### config.mk
export PLATFORM = sky130hd
export DESIGN_NAME = evt_timer8
export DESIGN_NICKNAME = d
export VERILOG_FILES = /design/src/rtl/tmr_pkg.sv /design/src/rtl/tmr_in_sync.sv /design/src/rtl/tmr_prescaler.sv /design/src/rtl/tmr_counter.sv /design/src/rtl/evt_timer8.sv
export SDC_FILE = /design/constraint.sdc
export NUM_CORES = 1
export LEC_CHECK = 0
export BUFFER_PORTS_ARGS = -buffer_cell sky130_fd_sc_hd__clkbuf_2
export CAP_MARGIN = 10
export CORE_AREA = 4 4 63 65
export DETAILED_ROUTE_END_ITERATION = 6
export DIE_AREA = 0 0 67 69
export PLACE_DENSITY = 0.71
export SYNTH_ARGS = -nofsm -noshare
export SYNTH_HDL_FRONTEND = slang
export SYNTH_SLANG_ARGS = --single-unit
### constraint.sdc
create_clock -name clk -period 2 [get_ports clk]
set_clock_uncertainty 0.15 [all_clocks]
set_input_delay 0.4 -clock clk [delete_from_list [all_inputs] [get_ports clk]]
set_output_delay 0.4 -clock clk [all_outputs]
set_load 0.01 [all_outputs]
### src/rtl/tmr_pkg.sv
`timescale 1ns/1ps
package tmr_pkg;
  typedef enum logic [1:0] {
    MD_TIMER     = 2'b00,
    MD_EVENT     = 2'b01,
    MD_PULSE     = 2'b10,
    MD_TIMER_ALT = 2'b11
  } tmr_mode_e;

  localparam int PSEL_W   = 3;
  localparam int POL_BIT  = 3;
  localparam int RUN_BIT  = 4;
  localparam int MODE_LSB = 5;
  localparam int CTRL_W   = 7;
endpackage

### src/rtl/tmr_in_sync.sv
`timescale 1ns/1ps
module tmr_in_sync #(
  parameter int STAGES = 2
) (
  input  logic clk,
  input  logic rst_n,
  input  logic din,
  output logic lvl,
  output logic rise,
  output logic fall
);
  logic [STAGES-1:0] sh_q;
  logic              prev_q;

  always_ff @(posedge clk) begin
    if (!rst_n) begin
      sh_q   <= '0;
      prev_q <= 1'b0;
    end else begin
      sh_q   <= {sh_q[STAGES-2:0], din};
      prev_q <= sh_q[STAGES-1];
    end
  end

  assign lvl  = sh_q[STAGES-1];
  assign rise = lvl & ~prev_q;
  assign fall = ~lvl & prev_q;
endmodule

### src/rtl/tmr_prescaler.sv
`timescale 1ns/1ps
module tmr_prescaler #(
  parameter int STAGES = 7,
  parameter int SEL_W  = $clog2(STAGES + 1)
) (
  input  logic             clk,
  input  logic             rst_n,
  input  logic             clr,
  input  logic             adv,
  input  logic [SEL_W-1:0] sel,
  output logic             hit
);
  logic [STAGES-1:0] cnt_q;

  // true when the low 'sel' bits of the divider are all ones
  function automatic logic low_bits_full(input logic [STAGES-1:0] c,
                                         input logic [SEL_W-1:0] s);
    logic [STAGES-1:0] m;
    m = (STAGES'(1) << s) - STAGES'(1);
    return (c & m) == m;
  endfunction

  assign hit = adv & low_bits_full(cnt_q, sel);

  always_ff @(posedge clk) begin
    if (!rst_n)   cnt_q <= '0;
    else if (clr) cnt_q <= '0;
    else if (adv) cnt_q <= cnt_q + STAGES'(1);
  end
endmodule

### src/rtl/tmr_counter.sv
`timescale 1ns/1ps
module tmr_counter #(
  parameter int CNT_W = 8
) (
  input  logic             clk,
  input  logic             rst_n,
  input  logic             step,
  input  logic             load,
  input  logic [CNT_W-1:0] load_val,
  input  logic [CNT_W-1:0] reload_val,
  output logic [CNT_W-1:0] count,
  output logic             ovf,
  output logic             irq
);
  logic [CNT_W-1:0] cnt_q;
  logic             irq_q;

  function automatic logic at_top(input logic [CNT_W-1:0] c);
    return &c;
  endfunction

  assign ovf = step & at_top(cnt_q);

  always_ff @(posedge clk) begin
    if (!rst_n) begin
      cnt_q <= '0;
      irq_q <= 1'b0;
    end else begin
      irq_q <= ovf;
      if (load)      cnt_q <= load_val;
      else if (ovf)  cnt_q <= reload_val;
      else if (step) cnt_q <= cnt_q + CNT_W'(1);
    end
  end

  assign count = cnt_q;
  assign irq   = irq_q;
endmodule

### src/rtl/evt_timer8.sv
`timescale 1ns/1ps
module evt_timer8
  import tmr_pkg::*;
#(
  parameter int CNT_W       = 8,
  parameter int PRE_STAGES  = 7,
  parameter int SYNC_STAGES = 2
) (
  input  logic             clk,
  input  logic             rst_n,
  input  logic             tick,
  input  logic             ext_in,
  input  logic             wr_en,
  input  logic             wr_sel,
  input  logic [CNT_W-1:0] wr_data,
  output logic [CNT_W-1:0] count,
  output logic [CNT_W-1:0] ctrl,
  output logic             irq
);
  logic [CTRL_W-1:0] ctrl_q;
  logic [CNT_W-1:0]  preload_q;
  logic              lvl, rise, fall;
  logic              run, pol, active, is_event, is_pulse;
  logic              adv, hit, step, ovf, pw_end;
  logic              wr_pre, wr_ctl, load;
  logic [PSEL_W-1:0] psel;
  tmr_mode_e         mode;

  assign psel     = ctrl_q[PSEL_W-1:0];
  assign pol      = ctrl_q[POL_BIT];
  assign run      = ctrl_q[RUN_BIT];
  assign mode     = tmr_mode_e'(ctrl_q[MODE_LSB +: 2]);
  assign is_event = (mode == MD_EVENT);
  assign is_pulse = (mode == MD_PULSE);
  assign active   = pol ? ~lvl : lvl;

  assign wr_pre = wr_en & ~wr_sel;
  assign wr_ctl = wr_en & wr_sel;
  assign load   = wr_pre & ~run;

  tmr_in_sync #(.STAGES(SYNC_STAGES)) u_sync (
    .clk(clk), .rst_n(rst_n), .din(ext_in),
    .lvl(lvl), .rise(rise), .fall(fall)
  );

  assign adv = tick & run & ~is_event & (~is_pulse | active);

  tmr_prescaler #(.STAGES(PRE_STAGES), .SEL_W(PSEL_W)) u_pre (
    .clk(clk), .rst_n(rst_n), .clr(~run), .adv(adv), .sel(psel), .hit(hit)
  );

  assign step   = run & (is_event ? (pol ? fall : rise) : hit);
  assign pw_end = run & is_pulse & (pol ? rise : fall);

  tmr_counter #(.CNT_W(CNT_W)) u_cnt (
    .clk(clk), .rst_n(rst_n), .step(step), .load(load),
    .load_val(wr_data), .reload_val(preload_q),
    .count(count), .ovf(ovf), .irq(irq)
  );

  always_ff @(posedge clk) begin
    if (!rst_n) begin
      ctrl_q    <= '0;
      preload_q <= '0;
    end else begin
      if (wr_pre) preload_q <= wr_data;
      if (wr_ctl) ctrl_q <= wr_data[CTRL_W-1:0];
      else if (pw_end) ctrl_q[RUN_BIT] <= 1'b0;
    end
  end

  assign ctrl = CNT_W'(ctrl_q);
endmodule

==> flow_summary.json, run 1 <==
{
  "status": "completed",
  "muxShareOfSynthArea_pct": 4.26,
  "nets": 258,
  "grt_max_degree": 17,
  "io_buffers": 29,
  "cts_num_sinks": 34,
  "r2r-start": "ctrl_q[3]",
  "cap_violations": 0,
  "synth_cell_types": 42,
  "slew_viol_final": 0,
  "slowest_delay_ns": 0.38,
  "drc": 0,
  "synth_xor_area_share_pct": 4.71,
  "grt_pass1_vias": 1427,
  "wirelength_um": 4160,
  "combPwrFrac_pct": 11.9,
  "root_buffer": "clkbuf_4",
  "drive_gt1_share_pct": 28.4,
  "grt_antenna_before_repair": 0,
  "synthFlopType": "dfxtp_1",
  "hp-class": "in -> reg",
  "clk_path_buf_depth": 2,
  "yosysSeqAreaShare_pct": 40.6,
  "switching_power_uw": 342,
  "initial_utilization_pct": 50.2,
  "start_kind": "flop",
  "fin_crit_sh_pct": 95.3,
  "clock_latency_ns": 0.35,
  "tns_ns": 0,
  "routedWlPerCell_um": 14.4,
  "synth_compound_area_share_pct": 17.7,
  "die_w_um": 67,
  "drt_first_pass_iters": 4,
  "postCtsHoldBufs": 0,
  "setup_viol": 0,
  "syn-num-nets": 217,
  "path_max_fanout": 8,
  "pre_cts_slack_ns": 0.0410,
  "yosys-top-cells-count": "nand2_1, dfxtp_1, a21oi_1, nand3_1, nor2_1",
  "yosys.area_share.simple_pct": 26.7,
  "clock.fmax_mhz": 525,
  "synth_area_sq_um": 1680,
  "min_from": "wr_data[7]",
  "syn_area_per_cell_sq_um": 8.34,
  "arrival_ns": 2.00,
  "synth_top_area_share_pct": 40.6,
  "synth_edf_count": 0,
  "worstSetupPathType": "reg -> reg",
  "fp.dieH_um": 69,
  "cts_htree_levels": 2,
  "clockPowerShare_pct": 34.4,
  "ys_ff_latch": 34,
  "synth_area_leaders": "dfxtp_1, nand2_1, a21oi_1, nand3_1, mux2i_1",
  "drt_iter0_markers": 117,
  "powerDensity_nw_per_um2": 655,
  "irDropWorstVdd_uv": 414,
  "dieArea_sq_um": 4620,
  "async_flop_share_pct": 0,
  "critical_path.slowest_cell": "dfxtp_1",
  "critPathRequiredTime_ns": 2.09,
  "ant_nets": 0,
  "leakage_uw": 0.000798,
  "cp-end-kind": "flop",
  "row_count": 21,
  "clk_pin_slew_ns": 0.10,
  "cts_tree": "done",
  "crit_path_start": "ctrl_q[3]",
  "swShare_pct": 25.3,
  "finalWorstSetupSlack_ns": 0.0938,
  "seqPwrFrac_pct": 53.7,
  "coreArea_sq_um": 3340,
  "vias": 1548,
  "vias_per_cell": 5.36,
  "yosysMostFrequentCell": "nand2_1",
  "yosysWarningCount": 0,
  "grt_usage_pct": 18.6,
  "grt_pass1_wl_um": 6600,
  "rsz0062_at_grt": "no",
  "gp_congestion": 0.854,
  "synth_top_family_by_area": "simple AND/OR/NAND/NOR gates",
  "pin_count": 31,
  "overflow": 0,
  "synthCells": 201,
  "insertedDiodeCount": 0,
  "synthAdderAreaFrac_pct": 1.49,
  "yosysTopAreaCell": "dfxtp_1",
  "internal_power_uw": 1010,
  "layout_min_cycle_time_ns": 1.91,
  "hpwl_um": 2940,
  "numCtsBuffers": 5,
  "synthToLayoutAreaGrowth_pct": 23.4,
  "path_cells": "xor2_1, o2111a_2, buf_12, a31oi_4, o21ai_0, o21a_1",
  "hold_viol_final": 0
}
## kinds of logic after synthesis
| logic type | after synthesis |
|---|---|
| simple gates | 96 |
| flops | 34 |
| compound gates | 40 |
| mux | 7 |
| fa+ha+maj | 2 |
| buf+inv | 12 |
| xor+xnor | 9 |
| other cells | 1 |
## state kept, by name (all words and copies together), names as in the netlist
name	count
preload_q	8
u_cnt.count	8
ctrl_q	7
u_pre.cnt_q	7
u_sync.sh_q	2
u_cnt.irq	1
u_sync.prev_q	1
## critical path, delay by kind of cell, from the launching register on
kind	cells	cell delay, ns
xor gates and xnor gates	1	0.19
AOI/OAI and AO/OA	4	0.93
DFF	1	0.38
buffers and inverters	1	0.15
## metal layers
| layer | up-vias | wire length [um] | track usage, % |
|---|---|---|---|
| li1 | 780 | - | - |
| met1 | 712 | 1790 | 25.1 |
| met2 | 51 | 1990 | 27.3 |
| met3 | 5 | 318 | 4.06 |
| met4 | 0 | 63 | 9.91 |
| met5 | - | 0 | 0 |
## layout make-up
| cell class | instances | area [sq um] |
|---|---|---|
| timing repair buffer | 43 | 275 |
| multi-input combinational | 156 | 966 |
| tap | 46 | 57.6 |
| clock buffer | 8 | 78.8 |
| fill | 307 | 1270 |
| inverter | 2 | 7.51 |
| sequential | 34 | 682 |
## power by group through the flow
| stage | clock [uW] | combinational [uW] | sequential, uW |
|---|---|---|---|
| after floorplan | 0 | 81.8 | 745 |
| after global placement | 0 | 147 | 741 |
| after detailed placement | 0 | 148 | 742 |
| after CTS | 482 | 149 | 726 |
| after global routing | 511 | 177 | 731 |
| final | 466 | 161 | 727 |
## cells in the final DEF, fill, tap and decap left out, drive strengths merged, types with 2 or more instances in the layout
cell / Yosys / routed
a31oi: 7 / 8
buf: 6 / 14
nand2b: 5 / 5
clkbuf: 3 / 37
and2: 4 / 4
nand3: 20 / 20
nor2b: 3 / 3
o2111a: 2 / 2
nand2: 40 / 40
ha: 2 / 2
a21oi: 20 / 20
o21ai: 3 / 3
dfxtp: 34 / 34
inv: 2 / 2
xnor2: 4 / 4
mux2i: 6 / 6
xor2: 5 / 5
nor2: 15 / 15
a211o: 4 / 4
## timing repair
item,4_1_cts,5_1_grt
setup buffers,0,5
setup endpoints to repair,0,6
gates resized for setup,0,6
## final timing paths
kind	to	slack [ns]	cells after the start
setup / recovery	u_cnt.count[7]	0.09	6
hold / removal	preload_q[7]	0.14	3
setup reg to reg	u_cnt.count[7]	0.09	6
hold reg to reg	u_sync.sh_q[1]	0.29	1
## per-stage QoR
stage          utilization, %  total power [uW]  hold WS (ns)  cells  cell area, sq um
2_1_floorplan               -               827         0.262    201              1680
3_3_place_gp             56.7               888         0.269    275              1890
3_5_place_dp             56.7               890         0.270    275              1890
4_1_cts                  59.1              1360         0.125    283              1970
5_1_grt                  61.9              1420         0.131    289              2070
6_report                 61.9              1350         0.137    289              2070
Power figures use the tool's default switching activity.
==> run 2: changes to the inputs <==
PLACE_DENSITY = 0.72   (was 0.71)
==> run 2 against run 1 <==
Net effect:
- final cell count shrank 0.35%
- core utilization shrank 1.1 points
- first-iteration DRC count shrank 32%
- clock power shrank 14%
- routed wire length shrank 4.2%
- final area shrank 1.8%
- largest cell class unchanged
==> flow_summary.json, run 2 (synthesis gave the netlist of run 1 again) <==
{
  "clk_pin_slew_ns": 0.12,
  "coreArea_sq_um": 3340,
  "critPathBufInv": 0,
  "pin_count": 31,
  "drive_gt1_share_pct": 27.7,
  "swShare_pct": 26.9,
  "critPathRequiredTime_ns": 2.13,
  "multi_input_area_sq_um": 978,
  "cp-end-kind": "flop",
  "start_kind": "flop",
  "cap_violations": 0,
  "fp.dieH_um": 69,
  "switching_power_uw": 346,
  "synthToLayoutAreaGrowth_pct": 21.1,
  "root_buffer": "clkbuf_4",
  "hold_viol_final": 0,
  "grt_usage_pct": 17.7,
  "drt_first_pass_iters": 4,
  "nets": 257,
  "io_buffers": 29,
  "initial_utilization_pct": 50.2,
  "internal_power_uw": 939,
  "numCtsBuffers": 5,
  "clock.fmax_mhz": 530,
  "final_cell_mix": "nand2_1, dfxtp_1, clkbuf_2",
  "cts_htree_levels": 2,
  "fin_crit_sh_pct": 94.3,
  "drc": 0,
  "hp-class": "in -> reg",
  "routedWlPerCell_um": 13.9,
  "grt_antenna_before_repair": 0,
  "grt_max_degree": 17,
  "ant_nets": 0,
  "slowest_delay_ns": 0.44,
  "fill_cells": 302,
  "grt_pass1_wl_um": 6350,
  "clockPowerShare_pct": 31.3,
  "clk_path_buf_depth": 2,
  "critical_path.slowest_cell": "dfxtp_1",
  "placed_cells": 275,
  "hpwl_um": 2770,
  "arrival_ns": 2.02,
  "worstSetupPathType": "reg -> reg",
  "path_cells": "a21oi_1, o311ai_4, a31oi_4, or3_1, a31oi_1",
  "insertedDiodeCount": 0,
  "cts_tree": "done",
  "irDropWorstVdd_uv": 356,
  "combPwrFrac_pct": 12.0,
  "overflow": 0,
  "seqPwrFrac_pct": 56.6,
  "tns_ns": 0,
  "leakage_uw": 0.000792,
  "vias": 1561,
  "cts_num_sinks": 34,
  "die_w_um": 67,
  "vias_per_cell": 5.42,
  "row_count": 21,
  "status": "completed",
  "gp_congestion": 0.795,
  "finalWorstSetupSlack_ns": 0.113,
  "slew_viol_final": 0,
  "grt_pass1_vias": 1397,
  "dieArea_sq_um": 4620,
  "postCtsHoldBufs": 0,
  "rsz0062_at_grt": "no",
  "mostFrequentLayoutCell": "nand2_1",
  "pre_cts_slack_ns": 0.0645,
  "path_max_fanout": 8,
  "clock_latency_ns": 0.34,
  "drt_iter0_markers": 79,
  "critical-path-top-delay-family": "compound AO/OA/AOI/OAI gates",
  "wirelength_um": 3990,
  "layout_min_cycle_time_ns": 1.89,
  "setup_viol": 0,
  "seqCellArea_sq_um": 683,
  "instances_no_fill": 288,
  "powerDensity_nw_per_um2": 633
}
-- run 2: changes by cell type in the layout (fill, tap and decap cells not counted), sizes merged --
| cell | delta |
|---|---|
| buf | -1 |
| clkbuf | -1 |
| clkinv | +1 |
-- run 2: per-stage QoR --
step	hold WS (ns)	power (uW)	util (%)	instance area, sq um
5_1_grt	0.0979	1350	60.8	2030
6_report	0.116	1280	60.8	2030
2_1_floorplan	0.262	827	-	1680
3_5_place_dp	0.270	885	56.4	1880
3_3_place_gp	0.268	884	56.4	1880
4_1_cts	0.105	1280	58.2	1940
-- run 2: area by class of cell --
type | count | share of cell area [%]
Clock inverter | 1 | 0.247
Clock buffer | 7 | 2.71
Tap cell | 46 | 2.84
Timing Repair Buffer | 42 | 12.0
Inverter | 2 | 0.370
Multi-Input combinational cell | 156 | 48.2
Sequential cell | 34 | 33.7
-- run 2: worst paths after layout --
check / startpoint / endpoint / slack, ns / cells past startpoint
max: u_pre.cnt_q[0] / u_cnt.count[4] / 0.11 / 5
min: ext_in / u_sync.sh_q[0] / 0.12 / 2
max reg2reg: u_pre.cnt_q[0] / u_cnt.count[4] / 0.11 / 5
min reg2reg: u_sync.sh_q[0] / u_sync.sh_q[1] / 0.29 / 1
-- run 2: power groups by stage --
stage          registers, uW  clock network, uW  logic (uW)
2_1_floorplan            745                  0        81.8
3_3_place_gp             740                  0         143
3_5_place_dp             742                  0         143
4_1_cts                  726                413         144
5_1_grt                  732                441         173
6_report                 727                403         155
-- run 2: what timing repair did --
item                       4_1_cts  5_1_grt
setup buffers                    0        4
hold endpoints to repair         0        0
gates resized for setup          0        8
setup endpoints to repair        0        8
-- run 2: routing by layer --
layer  up-vias  GRT usage (%)  share of wire (%)
li1        779              -                  -
met1       725           23.7                 45
met2        51           25.3                 47
met3         6           6.33                6.4
met4         0           7.21                1.5
met5         -              0                  0
==> run 3: changes to the inputs <==
ABC_AREA = 1   (was default)
CORE_AREA = 4 4 66 68   (was 4 4 63 65)
DIE_AREA = 0 0 70 72   (was 0 0 67 69)
==> run 3 against run 2 <==
Net effect:
- count of clock-buffer cells in the layout is the same
- total power rose by 16%
- via count increased by 15%
- critical endpoint is now u_cnt.count[5]
- sequential power up 1%
- worst hold slack improved by 0.025 ns
- global-route usage decreased by 0.22 points
- fmax increased by 2.1%
- critical path type unchanged
==> flow_summary.json, run 3 <==
{
  "fp.dieH_um": 72,
  "vias": 1798,
  "initial_utilization_pct": 49.1,
  "hold_viol_final": 0,
  "switching_power_uw": 420,
  "grt_antenna_before_repair": 0,
  "placed_cells": 354,
  "path_max_fanout": 9,
  "whs_ns": 0.141,
  "hpwl_um": 3130,
  "grt_usage_pct": 17.4,
  "numCtsBuffers": 5,
  "yosys-top-cells-count": "nand2_1, inv_1, dfxtp_1",
  "yosysWarningCount": 0,
  "grt_pass1_wl_um": 6960,
  "cts_num_sinks": 34,
  "drt_first_pass_iters": 4,
  "syn_area_per_cell_sq_um": 6.85,
  "yosysTopAreaCell": "dfxtp_1",
  "insertedDiodeCount": 0,
  "setup_viol": 0,
  "nets": 327,
  "post_cts_resized": 0,
  "placed_area_sq_um": 2110,
  "syn-num-nets": 292,
  "fin_area_sq_um": 2200,
  "root_buffer": "clkbuf_8",
  "wirelength_um": 4170,
  "ys_ff_latch": 34,
  "path_cells": "ha_1, nand2_1, nor2_4, nand2_4, nand3_1, nand2_1, inv_1, nand3_2, nand2_1, inv_1, a21oi_1",
  "mostFrequentLayoutCell": "nand2_1",
  "synthToLayoutAreaGrowth_pct": 16.3,
  "synth_edf_count": 0,
  "cts_tree": "done",
  "synth_area_sq_um": 1890,
  "die_w_um": 70,
  "clk_pin_slew_ns": 0.07,
  "postCtsHoldBufs": 0,
  "instances_no_fill": 362,
  "synthFlopType": "dfxtp_1",
  "clk_path_buf_depth": 2,
  "synthCells": 276,
  "cts_setup_buffers": 0,
  "routedWlPerCell_um": 11.5,
  "fin_crit_sh_pct": 92.4,
  "ant_nets": 0,
  "layout_min_cycle_time_ns": 1.85,
  "yosysSeqAreaShare_pct": 36.0,
  "clockPowerShare_pct": 36.0,
  "cp-end-kind": "flop",
  "combPwrFrac_pct": 14.4,
  "async_flop_share_pct": 0,
  "swShare_pct": 28.3,
  "io_buffers": 29,
  "multi_input_area_sq_um": 996,
  "critPathBufInv": 2,
  "final_cell_mix": "nand2_1, inv_1, dfxtp_1",
  "drt_iter0_markers": 73,
  "rsz0062_at_grt": "no",
  "start_kind": "flop",
  "drive_gt1_share_pct": 20.5,
  "internal_power_uw": 1060,
  "overflow": 0,
  "slowest_delay_ns": 0.42,
  "seqPwrFrac_pct": 49.6,
  "synth_cell_types": 29,
  "critPathRequiredTime_ns": 2.07,
  "cp_common_cell": "nand2_1",
  "clock.fmax_mhz": 541,
  "gp_congestion": 0.893,
  "yosysMostFrequentCell": "nand2_1",
  "slew_viol_final": 0,
  "fill_cells": 396,
  "pin_count": 31,
  "critical-path-top-delay-family": "simple AND/OR/NAND/NOR gates",
  "dieArea_sq_um": 5040,
  "vias_per_cell": 4.97,
  "synth_area_leaders": "dfxtp_1, nand2_1, inv_1, nand3_1, a21oi_1",
  "row_count": 23,
  "synth_top_area_share_pct": 36.0,
  "grt_max_degree": 23,
  "irDropWorstVdd_uv": 465,
  "seqCellArea_sq_um": 681,
  "leakage_uw": 0.000998,
  "grt_pass1_vias": 1595,
  "hp-class": "in -> reg",
  "drc": 0,
  "tns_ns": 0,
  "status": "completed",
  "clock_latency_ns": 0.29,
  "cap_violations": 0,
  "powerDensity_nw_per_um2": 675,
  "cts_htree_levels": 2,
  "critical_path.slowest_cell": "dfxtp_1",
  "worstSetupPathType": "reg -> reg",
  "coreArea_sq_um": 3860,
  "arrival_ns": 1.92
}
## run 3: changes by cell type after synthesis, moves of 4 or more
cell / delta
a31oi_1: -6
and2_1: -4
nand3_2: +8
nand2_1: +21
nor2_4: +4
o21ai_0: +17
nor3_1: +5
inv_1: +43
nand2b_1: -4
nand3_1: +4
nor2_1: +7
mux2i_1: -6
xor2_1: -4
## run 3: worst min-delay path, delay by kind of cell
family	cells	cell delay (ns)
buffers and inverters	2	0.11
and+or+nand+nor	1	0.04
## run 3: path summary, 6_finish.rpt
path                  start        endpoint  slack, ns  cells after the start
max          u_cnt.count[0]  u_cnt.count[5]       0.15                     11
max reg2reg  u_cnt.count[0]  u_cnt.count[5]       0.15                     11
min                  ext_in  u_sync.sh_q[0]       0.14                      3
min reg2reg  u_sync.sh_q[0]  u_sync.sh_q[1]       0.28                      2
## run 3: power groups by stage
stage,sequential [uW],combinational (uW),clock [uW]
finish,737,213,534
global route,742,242,569
CTS,737,215,545
detailed placement,752,214,0
global placement,751,211,0
floorplan,757,135,0
## run 3: final cells by class
type / instances / area share (%)
multi-input cells: 188 / 45.3
flip-flops and latches: 34 / 30.9
clock inverters: 1 / 0.227
clock buffers: 7 / 3.92
well taps: 50 / 2.84
inverters: 48 / 8.53
repair buffers: 34 / 8.30
## run 3: logic make-up (layout without fill, tap and decap cells)
logic type | after synthesis | in the layout | synth area share (%)
AO/OA/AOI/OAI | 45 | 45 | 12.4
XOR/XNOR | 3 | 3 | 1.39
adder cells (fa/ha/maj) | 2 | 2 | 1.32
buffers and inverters | 54 | 90 | 11.4
flip-flops | 34 | 34 | 36.0
other | 1 | 1 | 0.198
AND/OR/NAND/NOR | 137 | 137 | 37.4
## run 3: per-stage QoR
| step | setup slack, ns | total power, uW | utilization (%) |
|---|---|---|---|
| after global placement | 0.256 | 962 | 54.7 |
| after CTS | 0.182 | 1500 | 57.1 |
| after floorplan | 0.337 | 892 | - |
| final | 0.153 | 1480 | 57.1 |
| after global routing | 0.0427 | 1550 | 57.1 |
| after detailed placement | 0.193 | 966 | 54.7 |
## run 3: routing by layer
metal / part of all wire, % / up-vias / GRT usage, %
met2: 47 / 44 / 29.4
met3: 4.7 / 7 / 5.12
met4: 2.1 / 0 / 7.02
li1: - / 945 / -
met1: 46 / 802 / 21.0
met5: 0 / - / 0
